<file path="src/rtl/pwm_step_pkg.sv">
package pwm_step_pkg;

    localparam int unsigned DFLT_PERIOD = 50;
    localparam int unsigned DFLT_UPD_N  = 4;

    typedef enum logic [2:0] {
        ACT_HOLD,
        ACT_WIDEN,
        ACT_NARROW,
        ACT_COLLAPSE,
        ACT_RESUME,
        ACT_STAY
    } step_act_e;

    // Choose what an update instant does to the edge positions.
    function automatic step_act_e pick_act(
        input logic upd,
        input logic shrink,
        input logic halted,
        input logic rise_at_floor,
        input logic edges_adjacent
    );
        step_act_e a;
        if (!upd) begin
            a = ACT_HOLD;
        end else if (halted) begin
            a = shrink ? ACT_STAY : ACT_RESUME;
        end else if (!shrink) begin
            a = rise_at_floor ? ACT_HOLD : ACT_WIDEN;
        end else begin
            a = edges_adjacent ? ACT_COLLAPSE : ACT_NARROW;
        end
        return a;
    endfunction

endpackage

</file>
<file path="src/rtl/pwm_step_sync.sv">
module pwm_step_sync #(
    parameter int unsigned STAGES  = 2,
    parameter logic        RST_VAL = 1'b0
) (
    input  logic clk,
    input  logic rst,
    input  logic d,
    output logic q
);
    logic [STAGES-1:0] chain;

    generate
        for (genvar i = 0; i < STAGES; i++) begin : g_stage
            if (i == 0) begin : g_first
                always_ff @(posedge clk) begin
                    if (rst) chain[i] <= RST_VAL;
                    else     chain[i] <= d;
                end
            end else begin : g_next
                always_ff @(posedge clk) begin
                    if (rst) chain[i] <= RST_VAL;
                    else     chain[i] <= chain[i-1];
                end
            end
        end
    endgenerate

    assign q = chain[STAGES-1];
endmodule

</file>
<file path="src/rtl/pwm_step_timer.sv">
module pwm_step_timer #(
    parameter int unsigned PERIOD = 50,
    parameter int unsigned UPD_N  = 4,
    localparam int unsigned PW    = $clog2(PERIOD),
    localparam int unsigned DIV_W = (UPD_N > 1) ? $clog2(UPD_N) : 1
) (
    input  logic          clk,
    input  logic          rst,
    input  logic          en,
    input  logic          freeze,
    output logic [PW-1:0] phase,
    output logic          upd
);
    localparam logic [PW-1:0]    PH_LAST  = PW'(PERIOD - 1);
    localparam logic [DIV_W-1:0] DIV_LAST = DIV_W'(UPD_N - 1);

    logic [DIV_W-1:0] div_q;
    logic             frame_end;

    assign frame_end = en && (phase == PH_LAST);
    assign upd       = frame_end && !freeze && (div_q == DIV_LAST);

    always_ff @(posedge clk) begin
        if (rst || !en)              phase <= '0;
        else if (phase == PH_LAST)   phase <= '0;
        else                         phase <= phase + 1'b1;
    end

    always_ff @(posedge clk) begin
        if (rst || !en) begin
            div_q <= '0;
        end else if (frame_end && !freeze) begin
            if (div_q == DIV_LAST) div_q <= '0;
            else                   div_q <= div_q + 1'b1;
        end
    end
endmodule

</file>
<file path="src/rtl/pwm_step_track.sv">
module pwm_step_track
    import pwm_step_pkg::*;
#(
    parameter int unsigned PERIOD = 50,
    localparam int unsigned PW    = $clog2(PERIOD)
) (
    input  logic          clk,
    input  logic          rst,
    input  logic          en,
    input  logic          upd,
    input  logic          shrink,
    output logic [PW-1:0] rise_at,
    output logic [PW-1:0] fall_at,
    output logic          halted,
    output logic          collapse
);
    localparam logic [PW-1:0] RISE_INIT = PW'(PERIOD - 2);
    localparam logic [PW-1:0] FALL_INIT = PW'(PERIOD - 1);

    step_act_e act;

    always_comb begin
        act = pick_act(upd, shrink, halted, rise_at == '0,
                       fall_at == (rise_at + 1'b1));
    end

    assign collapse = (act == ACT_COLLAPSE);

    always_ff @(posedge clk) begin
        if (rst || !en) begin
            rise_at <= RISE_INIT;
            fall_at <= FALL_INIT;
            halted  <= 1'b0;
        end else begin
            unique case (act)
                ACT_WIDEN:    rise_at <= rise_at - 1'b1;
                ACT_NARROW:   fall_at <= fall_at - 1'b1;
                ACT_COLLAPSE: begin
                    rise_at <= RISE_INIT;
                    fall_at <= FALL_INIT;
                    halted  <= 1'b1;
                end
                ACT_RESUME:   halted <= 1'b0;
                default:      ;
            endcase
        end
    end
endmodule

</file>
<file path="src/rtl/pwm_step_latch.sv">
module pwm_step_latch #(
    parameter int unsigned PW = 6
) (
    input  logic          clk,
    input  logic          rst,
    input  logic          en,
    input  logic          kill,
    input  logic [PW-1:0] phase,
    input  logic [PW-1:0] rise_at,
    input  logic [PW-1:0] fall_at,
    output logic          pwm
);
    always_ff @(posedge clk) begin
        if (rst || !en || kill)    pwm <= 1'b0;
        else if (phase == rise_at) pwm <= 1'b1;
        else if (phase == fall_at) pwm <= 1'b0;
    end
endmodule

</file>
<file path="src/rtl/pwm_step_gen.sv">
module pwm_step_gen #(
    parameter int unsigned PERIOD = pwm_step_pkg::DFLT_PERIOD,
    parameter int unsigned UPD_N  = pwm_step_pkg::DFLT_UPD_N
) (
    input  logic clk,
    input  logic rst,
    input  logic en,
    input  logic dir_dn,
    input  logic freeze,
    output logic pwm_out,
    output logic zero_halt
);
    localparam int unsigned PW = $clog2(PERIOD);

    logic [PW-1:0] phase;
    logic [PW-1:0] rise_at;
    logic [PW-1:0] fall_at;
    logic          upd;
    logic          dir_sync;
    logic          collapse;

    pwm_step_sync #(.STAGES(2), .RST_VAL(1'b0)) u_sync (
        .clk (clk),
        .rst (rst),
        .d   (dir_dn),
        .q   (dir_sync)
    );

    pwm_step_timer #(.PERIOD(PERIOD), .UPD_N(UPD_N)) u_timer (
        .clk    (clk),
        .rst    (rst),
        .en     (en),
        .freeze (freeze),
        .phase  (phase),
        .upd    (upd)
    );

    pwm_step_track #(.PERIOD(PERIOD)) u_track (
        .clk      (clk),
        .rst      (rst),
        .en       (en),
        .upd      (upd),
        .shrink   (dir_sync),
        .rise_at  (rise_at),
        .fall_at  (fall_at),
        .halted   (zero_halt),
        .collapse (collapse)
    );

    pwm_step_latch #(.PW(PW)) u_latch (
        .clk     (clk),
        .rst     (rst),
        .en      (en),
        .kill    (collapse | zero_halt),
        .phase   (phase),
        .rise_at (rise_at),
        .fall_at (fall_at),
        .pwm     (pwm_out)
    );
endmodule

</file>
<file path="config.mk">
export PLATFORM = sky130hd
export DESIGN_NAME = pwm_step_gen
export DESIGN_NICKNAME = d
export VERILOG_FILES = /design/src/rtl/pwm_step_pkg.sv /design/src/rtl/pwm_step_sync.sv /design/src/rtl/pwm_step_timer.sv /design/src/rtl/pwm_step_track.sv /design/src/rtl/pwm_step_latch.sv /design/src/rtl/pwm_step_gen.sv
export SDC_FILE = /design/constraint.sdc
export NUM_CORES = 1
export LEC_CHECK = 0
export ABC_AREA = 1
export BUFFER_PORTS_ARGS = -buffer_cell sky130_fd_sc_hd__buf_2
export CORE_MARGIN = 1
export CORE_UTILIZATION = 58
export CTS_CLUSTER_DIAMETER = 150
export CTS_CLUSTER_SIZE = 12
export DETAILED_ROUTE_END_ITERATION = 8
export PLACE_DENSITY = 0.76
export SLEW_MARGIN = 0
export SYNTH_ARGS = -nofsm -noshare
export SYNTH_HDL_FRONTEND = slang
export SYNTH_SLANG_ARGS = --single-unit
</file>
<file path="constraint.sdc">
create_clock -name clk -period 1.96 [get_ports clk]
set_input_delay 0.294 -clock clk [delete_from_list [all_inputs] [get_ports clk]]
set_output_delay 0.294 -clock clk [all_outputs]
set_load 0.03 [all_outputs]
</file>
==> flow_metrics.py <==
metrics = {
    "drt": {
        "wl_um": 3570,
        "dr.pass1.iters": 4,
        "ant_nets": 0,
        "vias": 1511,
        "avgRoutedWirePerCell_um": 13.3,
        "drc_errors": 0,
        "via_per_inst": 5.62,
        "drt_iter0_drc": 39,
    },
    "logic_synthesis": {
        "postSynth.asyncResetShare_pct": 0,
        "synth-seq-cells": 24,
        "ys.flop_type": "dfxtp_1",
        "synthTopCellsByCount": "nand2_1, inv_1, nor2_1, nand3_1, dfxtp_1",
        "yosysWarningCount": 0,
        "syn_avg_cell_area_um2": 6.74,
        "synth_edf_count": 0,
        "synthesis.nets": 239,
        "yosysSeqAreaShare_pct": 31.2,
        "ys_types": 28,
        "yosysTopAreaCellShare_pct": 31.2,
        "yosysMostFrequentCell": "nand2_1",
        "synth_area_leaders": "dfxtp_1, nand2_1, nand3_1, inv_1, nor2_1",
        "syn_area_um2": 1540,
        "synth_top_cell_by_area": "dfxtp_1",
        "syn_inst": 228,
    },
    "placement": {
        "place_ws_ns": -0.0505,
        "port_buffers": 6,
        "dpl_cell_area_um2": 1610,
        "gp_congestion": 0.886,
        "dp_hpwl_um": 2670,
    },
    "setup_path": {
        "crit_slowest_cell": "dfxtp_4",
        "cpLargestDelayFamily": "simple AND/OR/NAND/NOR gates",
        "path_class": "flip-flop to flip-flop",
        "cpPeakStageDelay_ns": 0.39,
        "worst_setup_path_end_kind": "flip-flop",
        "crit_arrival_ns": 2.09,
        "worstSetupStartpointType": "flip-flop",
        "crit_path_cell_trace": "inv_1 > ha_1 > inv_1 > nand2_1 > nand2_1 > a21oi_2 > nand3_1 > nor2_4 > nand4_2 > nand3_1 > a21oi_1",
        "cp_max_fo": 6,
        "cp_data_required_time_ns": 2.19,
        "worst-path-buf-inv": 2,
    },
    "die": {
        "initial_utilization_pct": 61.5,
        "dieHeight_um": 53.5,
        "io_pins": 7,
        "design.core.area_um2": 2500,
        "fp.dieArea_um2": 2860,
        "num_rows": 18,
        "die_x_um": 53.5,
    },
    "clocking": {
        "post_cts_buffers": 0,
        "clock_sinks": 24,
        "cts_root_buf": "clkbuf_4",
        "worstSkewPairLatency_ns": 0.33,
        "cts.htree.levels": 1,
        "clockBufferDepth": 2,
        "hold_buffers": 0,
        "tritoncts": "built",
        "numCtsBuffers": 3,
        "cts.clk_slew.worst_paths_ns": 0.13,
    },
    "final_layout": {
        "antennaDiodeCount": 0,
        "fillers": 223,
        "syn_to_final_growth_pct": 9.52,
        "multi_input_area_um2": 915,
        "regArea_um2": 485,
        "final_area_um2": 1680,
        "final_layout_size_suffix_gt1_share_pct": 13.8,
        "finalNetCount": 251,
    },
    "grt": {
        "grt_usage_pct": 27.0,
        "grt_max_degree": 14,
        "globalRoute.totalOverflow": 0,
        "grt_pass1_vias": 1279,
        "grt_pass1_wl_um": 5470,
        "antenna_found_initial": 0,
    },
    "worst_hold_path": {
        "min_path_type": "input pin to flip-flop",
    },
    "timing": {
        "finalClockSkew_ns": 0.0122,
        "slew_headroom_pct": 57.9,
        "timing.fmax_mhz": 540,
        "slew_viol_final": 0,
        "fin_hold_ws_ns": 0.134,
        "layout_min_cycle_time_ns": 1.85,
        "tightest_slew_ns": 0.629,
        "final.setup.tns_ns": 0,
        "setup_viol_count_final": 0,
        "setup_slack_ns": 0.107,
        "finalHoldViolations": 0,
        "fin_crit_sh_pct": 94.6,
    },
    "power_and_ir_drop": {
        "ir_worst_vdd_v": 0.000450,
        "p_leak_nw": 0.810,
        "power_density_nw_per_um2": 471,
        "total_power_w": 0.000794,
    },
    "status": {
        "status": "completed",
    },
    "flow_run": {
        "max-cap-violations": 0,
    },
}
[metrics by stage]
step / utilization (%) / cells
after floorplan: - / 228
after global placement: 64.3 / 264
after detailed placement: 64.3 / 264
after CTS: 66.2 / 268
after global routing: 67.4 / 269
final: 67.4 / 269
[registers in the layout, summed over array words and instances (netlist names)]
name and flops:
u_track.rise_at 6, u_latch.pwm 1, u_track.halted 1, u_timer.phase 6, u_track.fall_at 6, u_sync.q 1, u_sync.chain 1, u_timer.div_q 2
[repair_timing]
item	in CTS	in global routing
gates resized for setup	2	7
pin swaps	1	3
gates cloned	0	1
setup endpoints to repair	5	13
[metal layers]
metal	wire, um	vias up	global-route usage (%)
met5	0	-	0
met4	108	0	15.4
met3	135	11	5.75
met2	1730	30	43.8
met1	1600	712	32.4
li1	-	758	-
[kinds of logic (layout without fill, tap and decap cells)]
logic type                 after synthesis  count (layout)  share of synthesized area, %
and+or+nand+nor                        120             121                          37.5
adders and majority gates                6               6                          4.88
buffers and inverters                   44              54                          11.6
DFF                                     24              24                          31.2
AOI/OAI and AO/OA                       22              22                          7.97
xor gates and xnor gates                12              12                          6.83
[placed cells by master (no fill, tap or decap), types with 2 or more instances in the layout]
| master | n |
|---|---|
| nor4_1 | 3 |
| a21oi_1 | 10 |
| nand4_2 | 2 |
| nor2_1 | 32 |
| nand4_4 | 2 |
| o21ai_0 | 7 |
| xnor2_1 | 2 |
| xor2_1 | 10 |
| nand3_1 | 27 |
| nand2_1 | 39 |
| buf_4 | 4 |
| inv_1 | 33 |
| ha_1 | 6 |
| clkbuf_4 | 3 |
| inv_2 | 6 |
| buf_2 | 6 |
| nand4_1 | 6 |
| nor3_1 | 3 |
| dfxtp_1 | 22 |
[report_power, final]
| part | internal, W | switching, W | total, W | leakage, nW |
|---|---|---|---|---|
| clock network | 0.000114 | 0.000151 | 0.000265 | 0.0210 |
| registers | 0.000490 | 0.00000422 | 0.000494 | 0.196 |
| logic | 0.0000119 | 0.0000223 | 0.0000342 | 0.593 |
[cell type report]
cell class / instances / area share, %
multi-input cells: 161 / 54.3
clock buffers: 4 / 2.15
well taps: 30 / 2.23
flip-flops and latches: 24 / 28.8
inverters: 40 / 8.92
repair buffers: 10 / 3.57
[worst paths after layout]
path / start / to / slack [ns] / depth (start not counted)
worst min-delay path: rst / u_sync.chain[0] / 0.13 / 2
worst max-delay path: u_track.rise_at[1] / u_track.rise_at[3] / 0.11 / 11
worst max register to register: u_track.rise_at[1] / u_track.rise_at[3] / 0.11 / 11
worst min register to register: u_sync.chain[0] / u_sync.q / 0.42 / 2
Power figures use the tool's default switching activity.
